`src/rtl/spr_pkg.sv`:
```
`timescale 1ns/1ps
// Shared types for the sequential page read latency tracker.
// Assumes: nothing beyond the types themselves.
package spr_pkg;
    typedef enum logic {
        ACC_SLOW = 1'b0,
        ACC_FAST = 1'b1
    } acc_kind_e;
endpackage

```
`src/rtl/spr_access_detect.sv`:
```
`timescale 1ns/1ps
// Detects one read access per sampled falling edge of output enable
// while chip enable is low.
// Assumes: ce_n and oe_n are already synchronous to clk.
module spr_access_detect (
    input  logic clk,
    input  logic rst_n,
    input  logic ce_n_i,
    input  logic oe_n_i,
    output logic fire_o
);
    logic oe_q;

    // Remember the previous sampled output-enable level.
    always_ff @(posedge clk) begin
        if (!rst_n) oe_q <= 1'b1;
        else        oe_q <= oe_n_i;
    end

    // An access begins where output enable falls under a low chip enable.
    always_comb fire_o = !ce_n_i && !oe_n_i && oe_q;


    fire_needs_ce_chk: assert property (@(posedge clk) disable iff (!rst_n)
        fire_o |-> (!ce_n_i && $past(oe_n_i)));
endmodule

```
`src/rtl/spr_page_tracker.sv`:
```
`timescale 1ns/1ps
// Tracks the run of sequential words inside one page and classifies the
// current access as slow or fast.
// Assumes: fire_i is high for exactly one cycle per access. A run is
// armed only by a slow access at word 0 and is dropped by ce_n high
// or mode off.
module spr_page_tracker
    import spr_pkg::*;
#(
    parameter int ADDR_W = 22,
    parameter int PAGE_W = 3
) (
    input  logic              clk,
    input  logic              rst_n,
    input  logic              ce_n_i,
    input  logic              mode_en_i,
    input  logic              fire_i,
    input  logic [ADDR_W-1:0] addr_i,
    output acc_kind_e         kind_o
);
    localparam int TAG_W = ADDR_W - PAGE_W;
    localparam logic [PAGE_W-1:0] LAST_WORD = '1;

    logic              run_q;
    logic [TAG_W-1:0]  tag_q;
    logic [PAGE_W-1:0] low_q;
    logic [TAG_W-1:0]  cur_tag;
    logic [PAGE_W-1:0] cur_low;
    logic              seq_ok;

    // Split the address into page tag and word index.
    always_comb begin
        cur_tag = addr_i[ADDR_W-1:PAGE_W];
        cur_low = addr_i[PAGE_W-1:0];
    end

    // Decide whether this access continues the armed run.
    always_comb begin
        seq_ok = mode_en_i && run_q && (cur_tag == tag_q)
                 && (low_q != LAST_WORD) && (cur_low == low_q + 1'b1);
        kind_o = seq_ok ? ACC_FAST : ACC_SLOW;
    end

    // Maintain the run state across accesses.
    always_ff @(posedge clk) begin
        if (!rst_n) begin
            run_q <= 1'b0;
            tag_q <= '0;
            low_q <= '0;
        end else if (!mode_en_i || ce_n_i) begin
            run_q <= 1'b0;
        end else if (fire_i) begin
            if (seq_ok) begin
                low_q <= cur_low;
            end else if (cur_low == '0) begin
                run_q <= 1'b1;
                tag_q <= cur_tag;
                low_q <= '0;
            end else begin
                run_q <= 1'b0;
            end
        end
    end


    fast_needs_ce_held_chk: assert property (@(posedge clk) disable iff (!rst_n)
        (fire_i && kind_o == ACC_FAST) |-> $past(!ce_n_i));

    fast_needs_mode_chk: assert property (@(posedge clk) disable iff (!rst_n)
        (fire_i && kind_o == ACC_FAST) |-> ($past(mode_en_i) && mode_en_i));

    no_fast_at_word0_chk: assert property (@(posedge clk) disable iff (!rst_n)
        (fire_i && kind_o == ACC_FAST) |-> (cur_low != '0));
endmodule

```
`src/rtl/spr_latency_out.sv`:
```
`timescale 1ns/1ps
// Registers the classification of each access together with its wait count.
// Assumes: FAST_CYC and SLOW_CYC both fit in CNT_W bits.
module spr_latency_out
    import spr_pkg::*;
#(
    parameter int SLOW_CYC = 6,
    parameter int FAST_CYC = 2,
    parameter int CNT_W    = 3
) (
    input  logic             clk,
    input  logic             rst_n,
    input  logic             fire_i,
    input  acc_kind_e        kind_i,
    output logic             valid_o,
    output logic             fast_o,
    output logic [CNT_W-1:0] wait_o
);
    localparam logic [CNT_W-1:0] SLOW_V = CNT_W'(SLOW_CYC);
    localparam logic [CNT_W-1:0] FAST_V = CNT_W'(FAST_CYC);

    // Latch the flag and wait count at each access; hold otherwise.
    always_ff @(posedge clk) begin
        if (!rst_n) begin
            valid_o <= 1'b0;
            fast_o  <= 1'b0;
            wait_o  <= '0;
        end else begin
            valid_o <= fire_i;
            if (fire_i) begin
                fast_o <= (kind_i == ACC_FAST);
                wait_o <= (kind_i == ACC_FAST) ? FAST_V : SLOW_V;
            end
        end
    end


    hold_between_chk: assert property (@(posedge clk) disable iff (!rst_n)
        !fire_i |=> ($stable(wait_o) && $stable(fast_o)));
endmodule

```
`src/rtl/spr_latency_tracker.sv`:
```
`timescale 1ns/1ps
// Top of the sequential page read latency tracker: access detection,
// page run tracking and registered latency output.
// Assumes: inputs are synchronous to clk; seq_mode_en is a level set and
// cleared by the command decoder.
module spr_latency_tracker
    import spr_pkg::*;
#(
    parameter int ADDR_W   = 22,
    parameter int PAGE_W   = 3,
    parameter int SLOW_CYC = 6,
    parameter int FAST_CYC = 2,
    parameter int CNT_W    = $clog2(SLOW_CYC + 1)
) (
    input  logic              clk,
    input  logic              rst_n,
    input  logic              ce_n,
    input  logic              oe_n,
    input  logic [ADDR_W-1:0] addr,
    input  logic              seq_mode_en,
    output logic              acc_valid,
    output logic              acc_fast,
    output logic [CNT_W-1:0]  wait_cycles
);
    logic      fire;
    acc_kind_e kind;

    spr_access_detect u_detect (
        .clk    (clk),
        .rst_n  (rst_n),
        .ce_n_i (ce_n),
        .oe_n_i (oe_n),
        .fire_o (fire)
    );

    spr_page_tracker #(
        .ADDR_W (ADDR_W),
        .PAGE_W (PAGE_W)
    ) u_tracker (
        .clk       (clk),
        .rst_n     (rst_n),
        .ce_n_i    (ce_n),
        .mode_en_i (seq_mode_en),
        .fire_i    (fire),
        .addr_i    (addr),
        .kind_o    (kind)
    );

    spr_latency_out #(
        .SLOW_CYC (SLOW_CYC),
        .FAST_CYC (FAST_CYC),
        .CNT_W    (CNT_W)
    ) u_out (
        .clk     (clk),
        .rst_n   (rst_n),
        .fire_i  (fire),
        .kind_i  (kind),
        .valid_o (acc_valid),
        .fast_o  (acc_fast),
        .wait_o  (wait_cycles)
    );


    pulse_origin_chk: assert property (@(posedge clk) disable iff (!rst_n)
        acc_valid |-> $past(!ce_n && !oe_n));

    fast_wait_chk: assert property (@(posedge clk) disable iff (!rst_n)
        (acc_valid && acc_fast) |-> (wait_cycles == CNT_W'(FAST_CYC)));

    slow_wait_chk: assert property (@(posedge clk) disable iff (!rst_n)
        (acc_valid && !acc_fast) |-> (wait_cycles == CNT_W'(SLOW_CYC)));
endmodule

```
`config.mk`:
```
export PLATFORM = sky130hd
export DESIGN_NAME = spr_latency_tracker
export DESIGN_NICKNAME = d
export VERILOG_FILES = /design/src/rtl/spr_pkg.sv /design/src/rtl/spr_access_detect.sv /design/src/rtl/spr_page_tracker.sv /design/src/rtl/spr_latency_out.sv /design/src/rtl/spr_latency_tracker.sv
export SDC_FILE = /design/constraint.sdc
export NUM_CORES = 1
export LEC_CHECK = 0
export CAP_MARGIN = 20
export CELL_PAD_IN_SITES_DETAIL_PLACEMENT = 0
export CELL_PAD_IN_SITES_GLOBAL_PLACEMENT = 1
export CORE_MARGIN = 3
export CORE_UTILIZATION = 37
export CTS_CLUSTER_SIZE = 25
export DETAILED_ROUTE_END_ITERATION = 7
export HOLD_SLACK_MARGIN = 0.05
export PLACE_DENSITY_LB_ADDON = 0.08
export SLEW_MARGIN = 10
export SYNTH_ARGS = -nofsm -noshare
export SYNTH_HDL_FRONTEND = slang
export SYNTH_SLANG_ARGS = --single-unit
```
`constraint.sdc`:
```
create_clock -name clk -period 2.65 [get_ports clk]
set_input_delay 0.3975 -clock clk [delete_from_list [all_inputs] [get_ports clk]]
set_output_delay 0.3975 -clock clk [all_outputs]
set_load 0.05 [all_outputs]
```
==> flow_summary.json <==
{
  "finalWeightedCongestion": 0.706,
  "finish.instance_area_um2": 1870,
  "syn_nets": 190,
  "wl_um": 2960,
  "fin_crit_ns": 2.19,
  "path_clk_slew_ns": 0.09,
  "synth_edf_count": 0,
  "syn2layout_area_growth_pct": 28.4,
  "yosysTopAreaCell": "dfxtp_1",
  "path_buf_inv": 1,
  "layout_setup_ws_ns": 0.458,
  "post_synth.cell_area_avg_um2": 9.07,
  "skew_ns": 0.00810,
  "min_path_type": "register to register",
  "power_w": 0.000767,
  "regToRegSetupSlack_ns": 0.46,
  "fin_crit_sh": 0.827,
  "wl_per_cell_um": 12.4,
  "grt.total_usage": 0.139,
  "syn_inst": 161,
  "cts_tree": "done",
  "final-setup-viol-count": 0,
  "final_cell_mix": "46 x nand2_1, 30 x clkdlybuf4s50_1, 28 x dfxtp_1",
  "startpoint_type": "register",
  "cp_common_cell": "ha_1",
  "outcome": "finished, final reports clean",
  "path_cells": "ha_1, ha_1, xnor2_1, nand4_1, nor4_4, buf_4, o21ai_0, o31a_1",
  "port-buffer-count": 30,
  "syn-cell-area_um2": 1460,
  "grt_pass1_vias": 1109,
  "cts_buffers": 3,
  "vdd_drop_max_mv": 0.172,
  "drtIter0Drc": 49,
  "dp_slack_ns": 0.252,
  "crit_cells": 8,
  "dpl-instance-area_um2": 1830,
  "maxSlewHeadroom": 0.661,
  "cts-htree-levels": 1,
  "holdWs_ns": 0.471,
  "via_per_inst": 4.90,
  "num_rows": 22,
  "die_y_um": 68.8,
  "power_leakage_nw": 0.668,
  "max_freq_mhz": 456,
  "worstSkewPairLatency_ns": 0.27,
  "arrival_ns": 2.35,
  "synth_async_sr_flop_share": 0,
  "dp_hpwl_um": 2210,
  "fin_setup_tns_ns": 0,
  "drc": 0,
  "ys_types": 27,
  "antenna_cells": 0,
  "maxCapViolCount": 0,
  "root_buffer": "clkbuf_8",
  "cpLargestDelayFamily": "adder cells",
  "ys_top_cells_by_area": "dfxtp_1 38%, mux2i_1 13%, nand2_1 12%, xnor2_1 11%, nor4_4 2.9%",
  "grt_pass1_wl_um": 4940,
  "max_stage_delay_ns": 0.36,
  "holdBufCountCts": 0,
  "io_pins": 32,
  "final_common_cell": "nand2_1",
  "grt_max_degree": 48,
  "setup.worst_path.class": "register to register",
  "drv_slew": 0,
  "endpoint": "u_tracker.low_q[1]",
  "ys_ff_latch": 28,
  "cp.required_ns": 2.81,
  "vias": 1176,
  "num-nets-final": 223,
  "rr_worst_depth": 8,
  "antenna_found_initial": 0,
  "cts.sinks": 28,
  "tightestPinTransition_ns": 0.506,
  "chipWidth_um": 68.8,
  "cp_max_fo": 8,
  "p_per_area_nw_per_um2": 409,
  "synthFlopType": "dfxtp_1",
  "hold_violations": 0,
  "synth_seq_area_share": 0.384,
  "antenna_left": 0,
  "r2r-end": "u_tracker.low_q[1]",
  "drtPass1Iterations": 4,
  "die_area_um2": 4740,
  "drive_above_1_share": 0.0677,
  "crit_path_start": "u_tracker.low_q[0]",
  "clock_path_buffers": 2,
  "yosysWarnings": 0,
  "postCtsSetupRepairBufs": 0,
  "core_area_um2": 3740,
  "initial_utilization": 0.390,
  "cts_resized": 0,
  "rsz0062_at_grt": "no",
  "end_kind": "register",
  "synth_top_area_frac": 0.384,
  "r2r-start": "u_tracker.low_q[0]",
  "crit_slowest_cell": "dfxtp_1",
  "grt_overflow": 0
}
[synth_stat cells (all sizes together), types with 2 or more instances]
cell,number
nand4,4
nand2b,2
o31a,4
xnor2,18
ha,2
and2,2
nand3,2
nor4,2
buf,3
nor2,4
mux2i,19
xor2,4
and4,3
or3,2
dfxtp,28
nand2,46
o21ai,3
clkbuf,5
[sequential cells by signal (all words and copies together), names as in the netlist]
signal	flops
u_tracker.tag_q	19
u_out.fast_o	1
u_out.valid_o	1
u_out.wait_o	2
u_tracker.run_q	1
u_tracker.low_q	3
u_detect.oe_q	1
[metrics by stage]
stage / std cells / util
finish: 240 / 0.501
global route: 240 / 0.501
CTS: 240 / 0.501
detailed placement: 237 / 0.490
global placement: 237 / 0.490
floorplan: 161 / -
[area by class of cell]
type                    count  area (um2)
flip-flops and latches     28         561
repair buffers             36         345
clock buffers               3        41.3
fillers                   364        1870
well taps                  48        60.1
multi-input cells         125         867
[worst min-delay path by stage]
| stage | endpoint | startpoint | slack, ns | cells after the start |
|---|---|---|---|---|
| 2_1_floorplan | u_tracker.tag_q[10] | u_tracker.tag_q[10] | 0.45 | 2 |
| 3_3_place_gp | u_out.wait_o[1] | u_out.wait_o[1] | 0.45 | 1 |
| 3_5_place_dp | u_tracker.tag_q[14] | u_tracker.tag_q[14] | 0.46 | 2 |
| 4_1_cts | u_tracker.tag_q[9] | u_tracker.tag_q[9] | 0.47 | 2 |
| 5_1_grt | u_out.wait_o[1] | u_out.wait_o[1] | 0.49 | 1 |
| 6_report | u_tracker.tag_q[14] | u_tracker.tag_q[14] | 0.47 | 2 |
[metal layers]
layer | GRT usage | share of wire | up-vias
met4 | 0.0511 | 0.014 | 0
met2 | 0.231 | 0.48 | 22
met5 | 0 | 0 | -
met1 | 0.181 | 0.46 | 546
met3 | 0.0211 | 0.041 | 4
li1 | - | - | 604
[worst min-delay path: stages, from the launching register on]
cell	delay, ns
dfxtp_1	0.32
nand2_1	0.05
mux2i_1	0.05
[cells by family after synthesis]
logic type | Yosys count | share of synthesized area
and+or+nand+nor | 70 | 0.242
DFF | 28 | 0.384
xor gates and xnor gates | 22 | 0.132
muxes | 19 | 0.130
AOI/OAI and AO/OA | 11 | 0.0617
buffers and inverters | 8 | 0.0308
adders and majority gates | 2 | 0.0171
other | 1 | 0.00257
[where the power goes]
part	switching, W	leakage [nW]	internal, W
registers	0.00000178	0.226	0.000425
clock network	0.000124	0.0216	0.000102
logic	0.0000550	0.421	0.0000601
total	0.000180	0.668	0.000587
(Power assumes the default switching activity.)
